### src/rtl/gpio_irq_pkg.sv
package gpio_irq_pkg;

    localparam int REG_AW = 4;

    typedef enum logic [REG_AW-1:0] {
        RG_ENABLE = 4'd0,
        RG_MASK   = 4'd1,
        RG_TRIG   = 4'd2,
        RG_POL    = 4'd3,
        RG_DUAL   = 4'd4,
        RG_STAT   = 4'd5,
        RG_RAW    = 4'd6,
        RG_ACK    = 4'd7,
        RG_LEVEL  = 4'd8
    } reg_sel_e;

    typedef enum logic {
        PEND_IDLE = 1'b0,
        PEND_HELD = 1'b1
    } pend_state_e;

endpackage

### src/rtl/gpio_irq_sync.sv
module gpio_irq_sync #(
    parameter int W      = 32,
    parameter int STAGES = 2
) (
    input  logic         clk,
    input  logic         rst_n,
    input  logic [W-1:0] pin_i,
    output logic [W-1:0] lvl_o,
    output logic [W-1:0] lvl_prev_o
);
    logic [W-1:0] chain_q [STAGES];

    always_ff @(posedge clk or negedge rst_n) begin
        if (!rst_n) begin
            for (int s = 0; s < STAGES; s++) chain_q[s] <= '0;
            lvl_prev_o <= '0;
        end else begin
            chain_q[0] <= pin_i;
            for (int s = 1; s < STAGES; s++) chain_q[s] <= chain_q[s-1];
            lvl_prev_o <= chain_q[STAGES-1];
        end
    end

    assign lvl_o = chain_q[STAGES-1];
endmodule

### src/rtl/gpio_irq_regs.sv
module gpio_irq_regs
    import gpio_irq_pkg::*;
#(
    parameter int W = 32
) (
    input  logic              clk,
    input  logic              rst_n,
    input  logic              we_i,
    input  logic [REG_AW-1:0] addr_i,
    input  logic [W-1:0]      wdata_i,
    input  logic [W-1:0]      raw_i,
    input  logic [W-1:0]      lvl_i,
    output logic [W-1:0]      en_o,
    output logic [W-1:0]      mask_o,
    output logic [W-1:0]      trig_o,
    output logic [W-1:0]      pol_o,
    output logic [W-1:0]      dual_o,
    output logic [W-1:0]      ack_o,
    output logic [W-1:0]      masked_o,
    output logic [W-1:0]      rdata_o
);
    always_ff @(posedge clk or negedge rst_n) begin
        if (!rst_n) begin
            en_o   <= '0;
            mask_o <= '1;
            trig_o <= '0;
            pol_o  <= '0;
            dual_o <= '0;
        end else if (we_i) begin
            case (addr_i)
                RG_ENABLE: en_o   <= wdata_i;
                RG_MASK:   mask_o <= wdata_i;
                RG_TRIG:   trig_o <= wdata_i;
                RG_POL:    pol_o  <= wdata_i;
                RG_DUAL:   dual_o <= wdata_i;
                default: ;
            endcase
        end
    end

    // acknowledge is a one-cycle strobe, never stored
    assign ack_o    = (we_i && addr_i == RG_ACK) ? wdata_i : '0;
    assign masked_o = raw_i & ~mask_o;

    always_comb begin
        case (addr_i)
            RG_ENABLE: rdata_o = en_o;
            RG_MASK:   rdata_o = mask_o;
            RG_TRIG:   rdata_o = trig_o;
            RG_POL:    rdata_o = pol_o;
            RG_DUAL:   rdata_o = dual_o;
            RG_STAT:   rdata_o = masked_o;
            RG_RAW:    rdata_o = raw_i;
            RG_LEVEL:  rdata_o = lvl_i;
            default:   rdata_o = '0;
        endcase
    end
endmodule

### src/rtl/gpio_irq_pin.sv
module gpio_irq_pin
    import gpio_irq_pkg::*;
(
    input  logic clk,
    input  logic rst_n,
    input  logic en_i,
    input  logic edge_i,
    input  logic pol_i,
    input  logic dual_i,
    input  logic lvl_i,
    input  logic prev_i,
    input  logic ack_i,
    output logic hit_o,
    output logic pend_o
);
    pend_state_e state_q, state_d;
    logic rise, fall, act_lvl;

    always_ff @(posedge clk or negedge rst_n) begin
        if (!rst_n) state_q <= PEND_IDLE;
        else        state_q <= state_d;
    end

    always_comb begin
        rise    = lvl_i & ~prev_i;
        fall    = ~lvl_i & prev_i;
        act_lvl = pol_i ? lvl_i : ~lvl_i;
        hit_o   = dual_i ? (rise | fall) : (pol_i ? rise : fall);
        state_d = state_q;
        unique case (state_q)
            PEND_IDLE: begin
                if (en_i && edge_i && hit_o) state_d = PEND_HELD;
            end
            PEND_HELD: begin
                if (!en_i || !edge_i)      state_d = PEND_IDLE;
                else if (ack_i && !hit_o)  state_d = PEND_IDLE;
            end
            default: state_d = PEND_IDLE;
        endcase
    end

    always_comb begin
        if (!en_i)       pend_o = 1'b0;
        else if (edge_i) pend_o = (state_q == PEND_HELD);
        else             pend_o = act_lvl;
    end
endmodule

### src/rtl/gpio_irq_unit.sv
module gpio_irq_unit
    import gpio_irq_pkg::*;
#(
    parameter int NPINS       = 32,
    parameter int SYNC_STAGES = 2
) (
    input  logic              clk,
    input  logic              rst_n,
    input  logic [NPINS-1:0]  pin_i,
    input  logic              reg_we,
    input  logic [REG_AW-1:0] reg_addr,
    input  logic [NPINS-1:0]  reg_wdata,
    output logic [NPINS-1:0]  reg_rdata,
    output logic              irq_o
);
    logic [NPINS-1:0] lvl, lvl_prev;
    logic [NPINS-1:0] en_q, mask_q, trig_q, pol_q, dual_q;
    logic [NPINS-1:0] ack_vec, edge_hit, raw_pend, masked_pend;

    gpio_irq_sync #(.W(NPINS), .STAGES(SYNC_STAGES)) u_sync (
        .clk(clk), .rst_n(rst_n), .pin_i(pin_i),
        .lvl_o(lvl), .lvl_prev_o(lvl_prev)
    );

    gpio_irq_regs #(.W(NPINS)) u_regs (
        .clk(clk), .rst_n(rst_n), .we_i(reg_we), .addr_i(reg_addr),
        .wdata_i(reg_wdata), .raw_i(raw_pend), .lvl_i(lvl),
        .en_o(en_q), .mask_o(mask_q), .trig_o(trig_q), .pol_o(pol_q),
        .dual_o(dual_q), .ack_o(ack_vec), .masked_o(masked_pend),
        .rdata_o(reg_rdata)
    );

    for (genvar n = 0; n < NPINS; n++) begin : g_pin
        gpio_irq_pin u_pin (
            .clk(clk), .rst_n(rst_n),
            .en_i(en_q[n]), .edge_i(trig_q[n]), .pol_i(pol_q[n]),
            .dual_i(dual_q[n]), .lvl_i(lvl[n]), .prev_i(lvl_prev[n]),
            .ack_i(ack_vec[n]), .hit_o(edge_hit[n]), .pend_o(raw_pend[n])
        );
    end

    assign irq_o = |masked_pend;
endmodule

### config.mk
export PLATFORM = sky130hd
export DESIGN_NAME = gpio_irq_unit
export DESIGN_NICKNAME = d
export VERILOG_FILES = /design/src/rtl/gpio_irq_pkg.sv /design/src/rtl/gpio_irq_sync.sv /design/src/rtl/gpio_irq_regs.sv /design/src/rtl/gpio_irq_pin.sv /design/src/rtl/gpio_irq_unit.sv
export SDC_FILE = /design/constraint.sdc
export NUM_CORES = 1
export LEC_CHECK = 0
export ABC_AREA = 1
export BUFFER_PORTS_ARGS = -buffer_cell sky130_fd_sc_hd__buf_4
export CELL_PAD_IN_SITES_DETAIL_PLACEMENT = 1
export CELL_PAD_IN_SITES_GLOBAL_PLACEMENT = 1
export CORE_MARGIN = 3
export CORE_UTILIZATION = 40
export DETAILED_ROUTE_END_ITERATION = 7
export PLACE_DENSITY_LB_ADDON = 0.12
export SYNTH_ARGS = -nofsm -noshare
export SYNTH_HDL_FRONTEND = slang
export SYNTH_SLANG_ARGS = --single-unit
### constraint.sdc
create_clock -name clk -period 1.95 [get_ports clk]
set_input_delay 0.0975 -clock clk [delete_from_list [all_inputs] [get_ports clk]]
set_output_delay 0.0975 -clock clk [all_outputs]
set_load 0.1 [all_outputs]
Yosys cells after proc, flatten, opt, wreduce, memory -nomap -nowiden
Index checks and enable logic that the tools add are counted.
- bits in registers: 288
- logic and storage cells: 764
- bits of input ports: 71
- output and inout bits: 33
- equal/unequal tests: 8
- bitwise logic cells: 194
- reductions and logical operators: 232
- mux-type cells: 290
- operators with widths (kind ; count):
    2-to-1 mux 1 bit ; 256
    one-hot mux 32 bit (8 select lines) ; 1
    logical AND 1 bit ; 97
    logical NOT 1 bit ; 96
    NOT 1 bit ; 96
    AND 1 bit ; 64
    one-hot mux 1 bit (2 select lines) ; 32
    AND 32 bit ; 1
    logical OR 1 bit ; 32
    2-to-1 mux 32 bit ; 1
    NOT 32 bit ; 1
    bitwise OR 1 bit ; 32
    OR reduction 32 bit ; 1
    == test 4 x 3 -> 1 bit (second input constant) ; 4
    AND reduction 2 bit ; 5
    == test 4 x 2 -> 1 bit (second input constant) ; 2
    == test 4 x 1 -> 1 bit (second input constant) ; 1
    == test 4 bit (second input constant) ; 1
    logical NOT 4 bit ; 1

Longest topological paths before layout
Gate-level depths: netlist of the first run.
- word-level depth: 9
- mapped depth: 9
- depth with buffers taken out: 9

Hierarchy
Synthesis of the first run repeated with hierarchy kept, for this count alone.
- cells, all modules: 2148
- area, all modules: 16254.3 µm²
- by module, submodules not included (module ; area each (µm²) ; cells each ; sequential area each (µm²) ; times used):
    gpio_irq_regs ; 8988.6 ; 1303 ; 4043.9 ; 1
    gpio_irq_pin ; 138.9 ; 21 ; 25.0 ; 32
    gpio_irq_sync ; 2642.5 ; 128 ; 2402.3 ; 1
    gpio_irq_unit ; 178.9 ; 45 ; 0.0 ; 1

Least setup slack after synthesis of the first run
No wires, ideal clock.
- path kind: input to output
- start: in reg_addr[0]
- end: out reg_rdata[20]
- buffers on the path: 2
- setup slack: 0.061 ns
- data arrival time: 1.792 ns
- cell stages on the path: 7
- required time: 1.852 ns
- path through: buf_2 nor2_2 nand3_1 clkbuf_1 nor2_1 nor2_1 nand4_1
- longest elaborated chain between the ends: 2
- elaborated cells on any way between the ends: 9
- those cells by class: 7 x eq/ne; 1 x mux; 1 x reduce/logical
- RTL lines (item ; line ; text):
    start: declaration ; gpio_irq_unit.sv:11 ; input logic [REG_AW-1:0] reg_addr,
    == test 4 bit, or another cell as far along ; gpio_irq_regs.sv:46 ; case (addr_i)
    one-hot mux 32 bit (8 select lines) * ; gpio_irq_regs.sv:46 ;
    end: declaration ; gpio_irq_unit.sv:13 ; output logic [NPINS-1:0] reg_rdata,
Mark *: on every way between the ends. The rest lies on a longest branch, timed or not.

Worst setup path after layout of the first run
- start: reg u_regs.pol_o[0]
- end: out irq_o
- longest elaborated chain between the ends: 5
- RTL lines (item ; line ; text):
    start: declaration ; gpio_irq_regs.sv:16 ; output logic [W-1:0] pol_o,
    start signal: assignment ; gpio_irq_regs.sv:34 ; RG_POL: pol_o <= wdata_i;
    2-to-1 mux 1 bit ; gpio_irq_pin.sv:27 ; act_lvl = pol_i ? lvl_i : ~lvl_i;
    2-to-1 mux 1 bit ; gpio_irq_pin.sv:44 ; else if (edge_i) pend_o = (state_q == PEND_HELD);
    2-to-1 mux 1 bit ; gpio_irq_pin.sv:43 ; if (!en_i) pend_o = 1'b0;
    AND 32 bit ; gpio_irq_regs.sv:43 ; assign masked_o = raw_i & ~mask_o;
    OR reduction 32 bit ; gpio_irq_unit.sv:42 ; assign irq_o = |masked_pend;
    end: declaration ; gpio_irq_unit.sv:14 ; output logic irq_o
Every way passes these cells.

==> results of run 1 <==
-- repair_timing --
action,CTS,global route
buffers inserted,78,27
hold buffers,65,0
pin swaps,34,33
setup endpoints to repair,15,30
gates resized for setup,152,121
hold endpoints to repair,483,0
-- power by group through the flow --
stage	Clock, mW	Sequential [mW]	Combinational (mW)
6_report	6.38	7.52	5.18
5_1_grt	6.80	7.64	5.71
4_1_cts	6.55	7.49	4.77
3_5_place_dp	0	7.61	3.88
3_3_place_gp	0	7.57	3.77
2_1_floorplan	0	7.43	2.80
-- final cells by class --
class | instances | area, µm² | area share [%]
multi-input cells | 1105 | 6300 | 32.9
inverters | 263 | 987 | 5.16
well taps | 455 | 569 | 2.98
clock inverters | 7 | 37.5 | 0.196
clock buffers | 56 | 1100 | 5.74
repair buffers | 303 | 2880 | 15.0
flip-flops and latches | 288 | 7250 | 37.9
-- worst min path at each step --
stage	start	endpoint	slack, ns
floorplan	rst_n	g_pin[0].u_pin.state_q$_DFF_PN0_	-0.20
global placement	rst_n	u_sync.chain_q[36]$_DFF_PN0_	0.05
detailed placement	rst_n	u_sync.chain_q[37]$_DFF_PN0_	0.04
CTS	rst_n	g_pin[10].u_pin.state_q$_DFF_PN0_	0.09
global route	rst_n	u_regs.pol_o[9]$_DFFE_PN0P_	0.12
finish	rst_n	u_sync.chain_q[37]$_DFF_PN0_	0.1
-- cells by family after synthesis --
logic type                 synth area share, %
AOI/OAI and AO/OA                         11.3
DFF                                       51.1
buffers and inverters                     8.83
muxes                                   0.0705
adders and majority gates                 5.64
and+or+nand+nor                           23.1
-- per-layer routing --
layer,vias to the layer above,global-route usage (%),wire [µm]
met2,210,44.0,24000
li1,6219,-,-
met3,74,3.29,1640
met4,0,6.54,1080
met1,6501,31.4,20500
met5,-,0,0
-- cells in the final DEF (no fill, tap or decap), types with 4 or more instances in the layout --
master | Yosys | layout
buf_12 | 0 | 23
nor2_2 | 2 | 40
clkbuf_1 | 24 | 9
buf_6 | 0 | 12
buf_4 | 0 | 189
a21oi_1 | 34 | 31
o22ai_1 | 64 | 61
clkbuf_8 | 0 | 10
nor3_1 | 32 | 32
nand2_2 | 4 | 27
dlygate4sd3_1 | 0 | 65
nand3_1 | 98 | 47
nand4_1 | 96 | 96
dfrtp_1 | 256 | 253
ha_1 | 64 | 64
o21ai_1 | 72 | 72
nor2_4 | 3 | 14
nand3_4 | 0 | 8
nor2_1 | 137 | 88
dfstp_2 | 32 | 32
clkinv_2 | 0 | 6
nand3_2 | 0 | 43
a22oi_1 | 31 | 31
buf_8 | 0 | 14
o21ai_0 | 89 | 89
inv_1 | 256 | 199
clkbuf_16 | 0 | 37
nand2_4 | 1 | 4
nand2_1 | 375 | 349
inv_2 | 7 | 64
-- flip-flops by register name, indices dropped and copies added (netlist names) --
register	cells
g_pin.u_pin.state_q	32
u_regs.dual_o	32
u_regs.en_o	32
u_regs.mask_o	32
u_regs.pol_o	32
u_regs.trig_o	32
u_sync.chain_q	32
u_sync.lvl_o	32
u_sync.lvl_prev_o	32
-- metrics by stage --
stage	power (mW)	area, µm²	utilization [%]	setup slack [ns]	TNS (ns)
after floorplan	10.2	14200	-	0.0606	0
after global placement	11.3	15700	45.1	0.122	0
after detailed placement	11.5	15700	45.1	0.126	0
after CTS	18.8	18500	53.3	-0.0872	-0.0872
after global routing	20.1	19100	54.9	-0.162	-0.383
final	19.1	19100	54.9	-0.0708	-0.0941
==> flow_summary.yaml, run 1 <==
critical_path:
  worstSetupPathDepth: 10
  setup.worst_path.start_class: "register"
  worst_r2r_endpoint: "g_pin[30].u_pin.state_q$_DFF_PN0_"
  crit_required_ns: 1.85
  path_buf_inv: 2
  critPathKind: "reg -> out"
  reg2reg_slack_ns: 0.45
  worstPathArrival_ns: 1.92
  max_stage_delay_ns: 0.40
  crit_start: "u_regs.pol_o[0]$_DFFE_PN0P_"
  cpMostUsedCell: "nand2_2"
  reg2reg_from: "u_sync.lvl_o[30]$_DFF_PN0_"
  worstPathMaxFanout: 3
  crit_chain: "inv_2 -> nand2_1 -> nand3_2 -> nand3_2 -> nand2_2 -> nor2_4 -> nand2_2 -> nor2_4 -> nand2_2 -> buf_12"
  ff2ff_path_depth: 8
  critPathCapture: "irq_o"
  crit_path_top_delay_cell: "dfrtp_1"
  crit_family: "simple AND/OR/NAND/NOR gates"
  end_kind: "output pin"
floorplanning:
  core_area_mm2: 0.0348
  dieArea_mm2: 0.0378
  start_util_pct: 40.8
  ios: 104
  fp.dieH_um: 194
  fp-row-count: 68
  die_w_um: 194
logic_synthesis:
  yosysWarnings: 0
  async_flop_share_pct: 100
  synth_seq_cells: 288
  yosys-top-cells-count: "nand2_1 (375), dfrtp_1 (256), inv_1 (256), nor2_1 (137), nand3_1 (98)"
  synth_edf_count: 0
  synth.top_cell.area_share_pct: 45.1
  synth_area_leaders: "dfrtp_1 (45%), nand2_1 (9.9%), inv_1 (6.8%), dfstp_2 (5.9%), ha_1 (5.6%)"
  ys_seq_area_share_pct: 51.1
  synth_most_common_cell: "nand2_1"
  synth_top_area_cell: "dfrtp_1"
  syn_avg_cell_area_um2: 8.27
  synth_cell_type_count: 25
  syn_inst: 1716
  synthFlopType: "dfrtp_1"
  syn-cell-area_mm2: 0.0142
  synth_fp_nets: 1851
power:
  sw_frac_of_total_pct: 33.3
  p_int_mw: 12.7
  p_clk_share_pct: 33.5
  seq_power_share_pct: 39.4
  vdd_drop_max_uv: 724
  power.density_mw_per_mm2: 998
  power_switching_mw: 6.35
  leakagePower_nw: 9.21
  p_comb_share_pct: 27.1
clocking:
  tritoncts: "built"
  cts.sinks: 288
  cts_max_path_buffers: 3
  clkTransAtPathRegs_ns: 0.06
  clock_latency_ns: 0.52
  numCtsBuffers: 35
  h-tree-depth: 2
  root_buffer: "clkbuf_16"
placed_design:
  dp_cells: 2245
  numPortBuffers: 103
  place_congestion: 0.800
  hpwl_mm: 28.2
layout:
  diodes: 0
  drive_gt1_share_pct: 26.5
  fin_cells: 2477
  area_growth_pct: 34.7
  nFillCells: 4034
  fin_nets: 2131
sta:
  hold_violations: 0
  tightest_slew_ns: 0.474
  grt_setup_unrepaired: "yes"
  setup_viol: 2
  max_freq_mhz: 495
  holdWs_ns: 0.0992
  skew_ns: 0.00975
  min_period_ns: 2.02
  fin_ws_ns: -0.0708
  period_share_pct: 104
  drv_slew: 0
  max_slew_margin_pct: 68.4
status:
  status: "finished, violations left"
  violations: "negative setup slack"
route:
  num_vias: 13004
  viasPerCell: 5.25
  wl_per_cell_um: 19.1
  drt-initial-drc-count: 580
  firstDrtPassIters: 4
  routed_wl_mm: 47.2
  postRouteAntennaNets: 0
  drc: 0
global_routing:
  track_usage_pct: 24.6
  grt_pass1_vias: 13882
  overflow: 0
  grt_max_degree: 65
  grt_pass1_wl_mm: 74.5
  antenna_found_initial: 0
flow_run:
  drv_cap: 0
min_path:
  hold_class: "in -> async"
Note: power is estimated with default switching activity, not from simulation.
==> inputs of run 2 (changes only) <==
--- a/config.mk
+++ b/config.mk
@@ -7,12 +7,10 @@
 export LEC_CHECK = 0
 export ABC_AREA = 1
 export BUFFER_PORTS_ARGS = -buffer_cell sky130_fd_sc_hd__buf_4
-export CELL_PAD_IN_SITES_DETAIL_PLACEMENT = 1
-export CELL_PAD_IN_SITES_GLOBAL_PLACEMENT = 1
 export CORE_MARGIN = 3
 export CORE_UTILIZATION = 40
 export DETAILED_ROUTE_END_ITERATION = 7
-export PLACE_DENSITY_LB_ADDON = 0.12
+export PLACE_DENSITY = 0.56
 export SYNTH_ARGS = -nofsm -noshare
 export SYNTH_HDL_FRONTEND = slang
 export SYNTH_SLANG_ARGS = --single-unit
==> flow_summary.yaml, run 2 (synthesis results as in run 1) <==
sta:
  skew_ns: 0.0163
  holdWs_ns: 0.138
  hold_violations: 0
  setup_viol: 2
  tightest_slew_ns: 0.752
  max_slew_margin_pct: 49.9
  drv_slew: 0
  min_period_ns: 2.05
  grt_setup_unrepaired: "yes"
  max_freq_mhz: 488
  fin_ws_ns: -0.0974
  period_share_pct: 105
layout:
  mostFrequentLayoutCells: "nand2_1 (354), dfrtp_1 (255), inv_1 (215), buf_4 (169), nor2_1 (97)"
  drive_gt1_share_pct: 23.8
  area_growth_pct: 32.5
  final_common_cell: "nand2_1"
  nFillCells: 3224
  diodes: 0
  final_util_pct: 54.0
  fin_nets: 2104
power:
  vdd_drop_max_uv: 780
  power.density_mw_per_mm2: 1020
  sw_frac_of_total_pct: 31.9
  p_int_mw: 13.0
  power_switching_mw: 6.10
  leakagePower_nw: 9.08
  p_clk_share_pct: 35.7
  seq_power_share_pct: 39.2
  p_comb_share_pct: 25.1
clocking:
  tritoncts: "built"
  h-tree-depth: 2
  clock_latency_ns: 0.52
  cts_max_path_buffers: 3
  root_buffer: "clkbuf_16"
  cts.sinks: 288
  numCtsBuffers: 34
  clkTransAtPathRegs_ns: 0.05
critical_path:
  critPathKind: "reg -> out"
  worstPathArrival_ns: 1.95
  end_kind: "output pin"
  setup.worst_path.start_class: "register"
  crit_required_ns: 1.85
  worstPathMaxFanout: 4
floorplanning:
  fp.dieH_um: 194
  dieArea_mm2: 0.0378
  core_area_mm2: 0.0348
  start_util_pct: 40.8
  ios: 104
  fp-row-count: 68
  die_w_um: 194
route:
  routed_wl_mm: 42.1
  num_vias: 12619
  firstDrtPassIters: 5
  drt-initial-drc-count: 706
  drc: 0
  wl_per_cell_um: 17.2
  postRouteAntennaNets: 0
  viasPerCell: 5.15
placed_design:
  hpwl_mm: 25.9
  numPortBuffers: 103
  place_congestion: 0.858
min_path:
  hold_class: "in -> async"
global_routing:
  antenna_found_initial: 0
  grt_max_degree: 69
  grt_pass1_wl_mm: 65.9
  grt_pass1_vias: 12441
  overflow: 0
  track_usage_pct: 21.7
flow_run:
  drv_cap: 0
status:
  violations: "negative setup slack"
  status: "finished, violations left"
[run 2: final cells by class]
cell class	count	area [µm²]	area share, %
flip-flops and latches	288	7250	38.5
multi-input cells	1105	6150	32.7
repair buffers	277	2630	14.0
clock buffers	48	1020	5.41
inverters	263	987	5.25
well taps	455	569	3.03
clock inverters	13	200	1.06
[run 2: final timing paths]
| kind | startpoint | slack (ns) | depth (start not counted) | to |
|---|---|---|---|---|
| worst max-delay path | u_regs.pol_o[5]$_DFFE_PN0P_ | -0.1 | 10 | irq_o |
| worst min-delay path | rst_n | 0.14 | 2 | u_sync.chain_q[36]$_DFF_PN0_ |
| worst max register to register | u_regs.pol_o[26]$_DFFE_PN0P_ | 0.13 | 12 | g_pin[26].u_pin.state_q$_DFF_PN0_ |
| worst min register to register | u_sync.chain_q[33]$_DFF_PN0_ | 0.35 | 0 | u_sync.lvl_o[1]$_DFF_PN0_ |
| max in group asynchronous | rst_n | 1.03 | 3 | u_regs.mask_o[12]$_DFFE_PN1P_ |
| min in group clk | pin_i[2] | 0.22 | 2 | u_sync.chain_q[34]$_DFF_PN0_ |
[run 2: layer usage]
| metal | share of wire, % | global-route usage (%) | vias to the layer above |
|---|---|---|---|
| met5 | 0 | 0 | - |
| met4 | 3.0 | 8.01 | 0 |
| met1 | 45 | 29.3 | 6068 |
| met2 | 47 | 35.9 | 304 |
| li1 | - | - | 6161 |
| met3 | 4.2 | 2.86 | 86 |
[run 2: critical path, cell delays in order (launching register included)]
cell	delay (ns)
dfrtp_1	0.41
inv_2	0.07
nand2_2	0.07
nand3_2	0.09
nand3_2	0.10
nand2_2	0.08
nor2_4	0.14
nand2_2	0.09
nor2_2	0.12
nand2_2	0.09
buf_12	0.17
[run 2: timing repair]
item,CTS,global route
buffers inserted,39,34
hold endpoints to repair,299,0
setup endpoints to repair,4,32
gates resized for setup,55,156
pin swaps,22,25
hold buffers,65,0
[run 2: stage by stage]
| step | worst slack (ns) | total power [mW] | setup TNS [ns] | cells | cell area [µm²] |
|---|---|---|---|---|---|
| floorplan | 0.0606 | 10.2 | 0 | 1716 | 14200 |
| global placement | 0.175 | 11.3 | 0 | 2252 | 15800 |
| detailed placement | 0.163 | 11.4 | 0 | 2252 | 15800 |
| CTS | -0.153 | 18.7 | -0.185 | 2417 | 18100 |
| global route | -0.210 | 20.2 | -0.331 | 2449 | 18800 |
| finish | -0.0974 | 19.1 | -0.110 | 2449 | 18800 |
[run 2: power groups by stage]
stage	logic, mW	registers (mW)	clock network, mW
6_report	4.79	7.50	6.84
5_1_grt	5.33	7.61	7.27
4_1_cts	4.27	7.48	7.01
3_5_place_dp	3.81	7.58	0
3_3_place_gp	3.75	7.56	0
2_1_floorplan	2.80	7.43	0
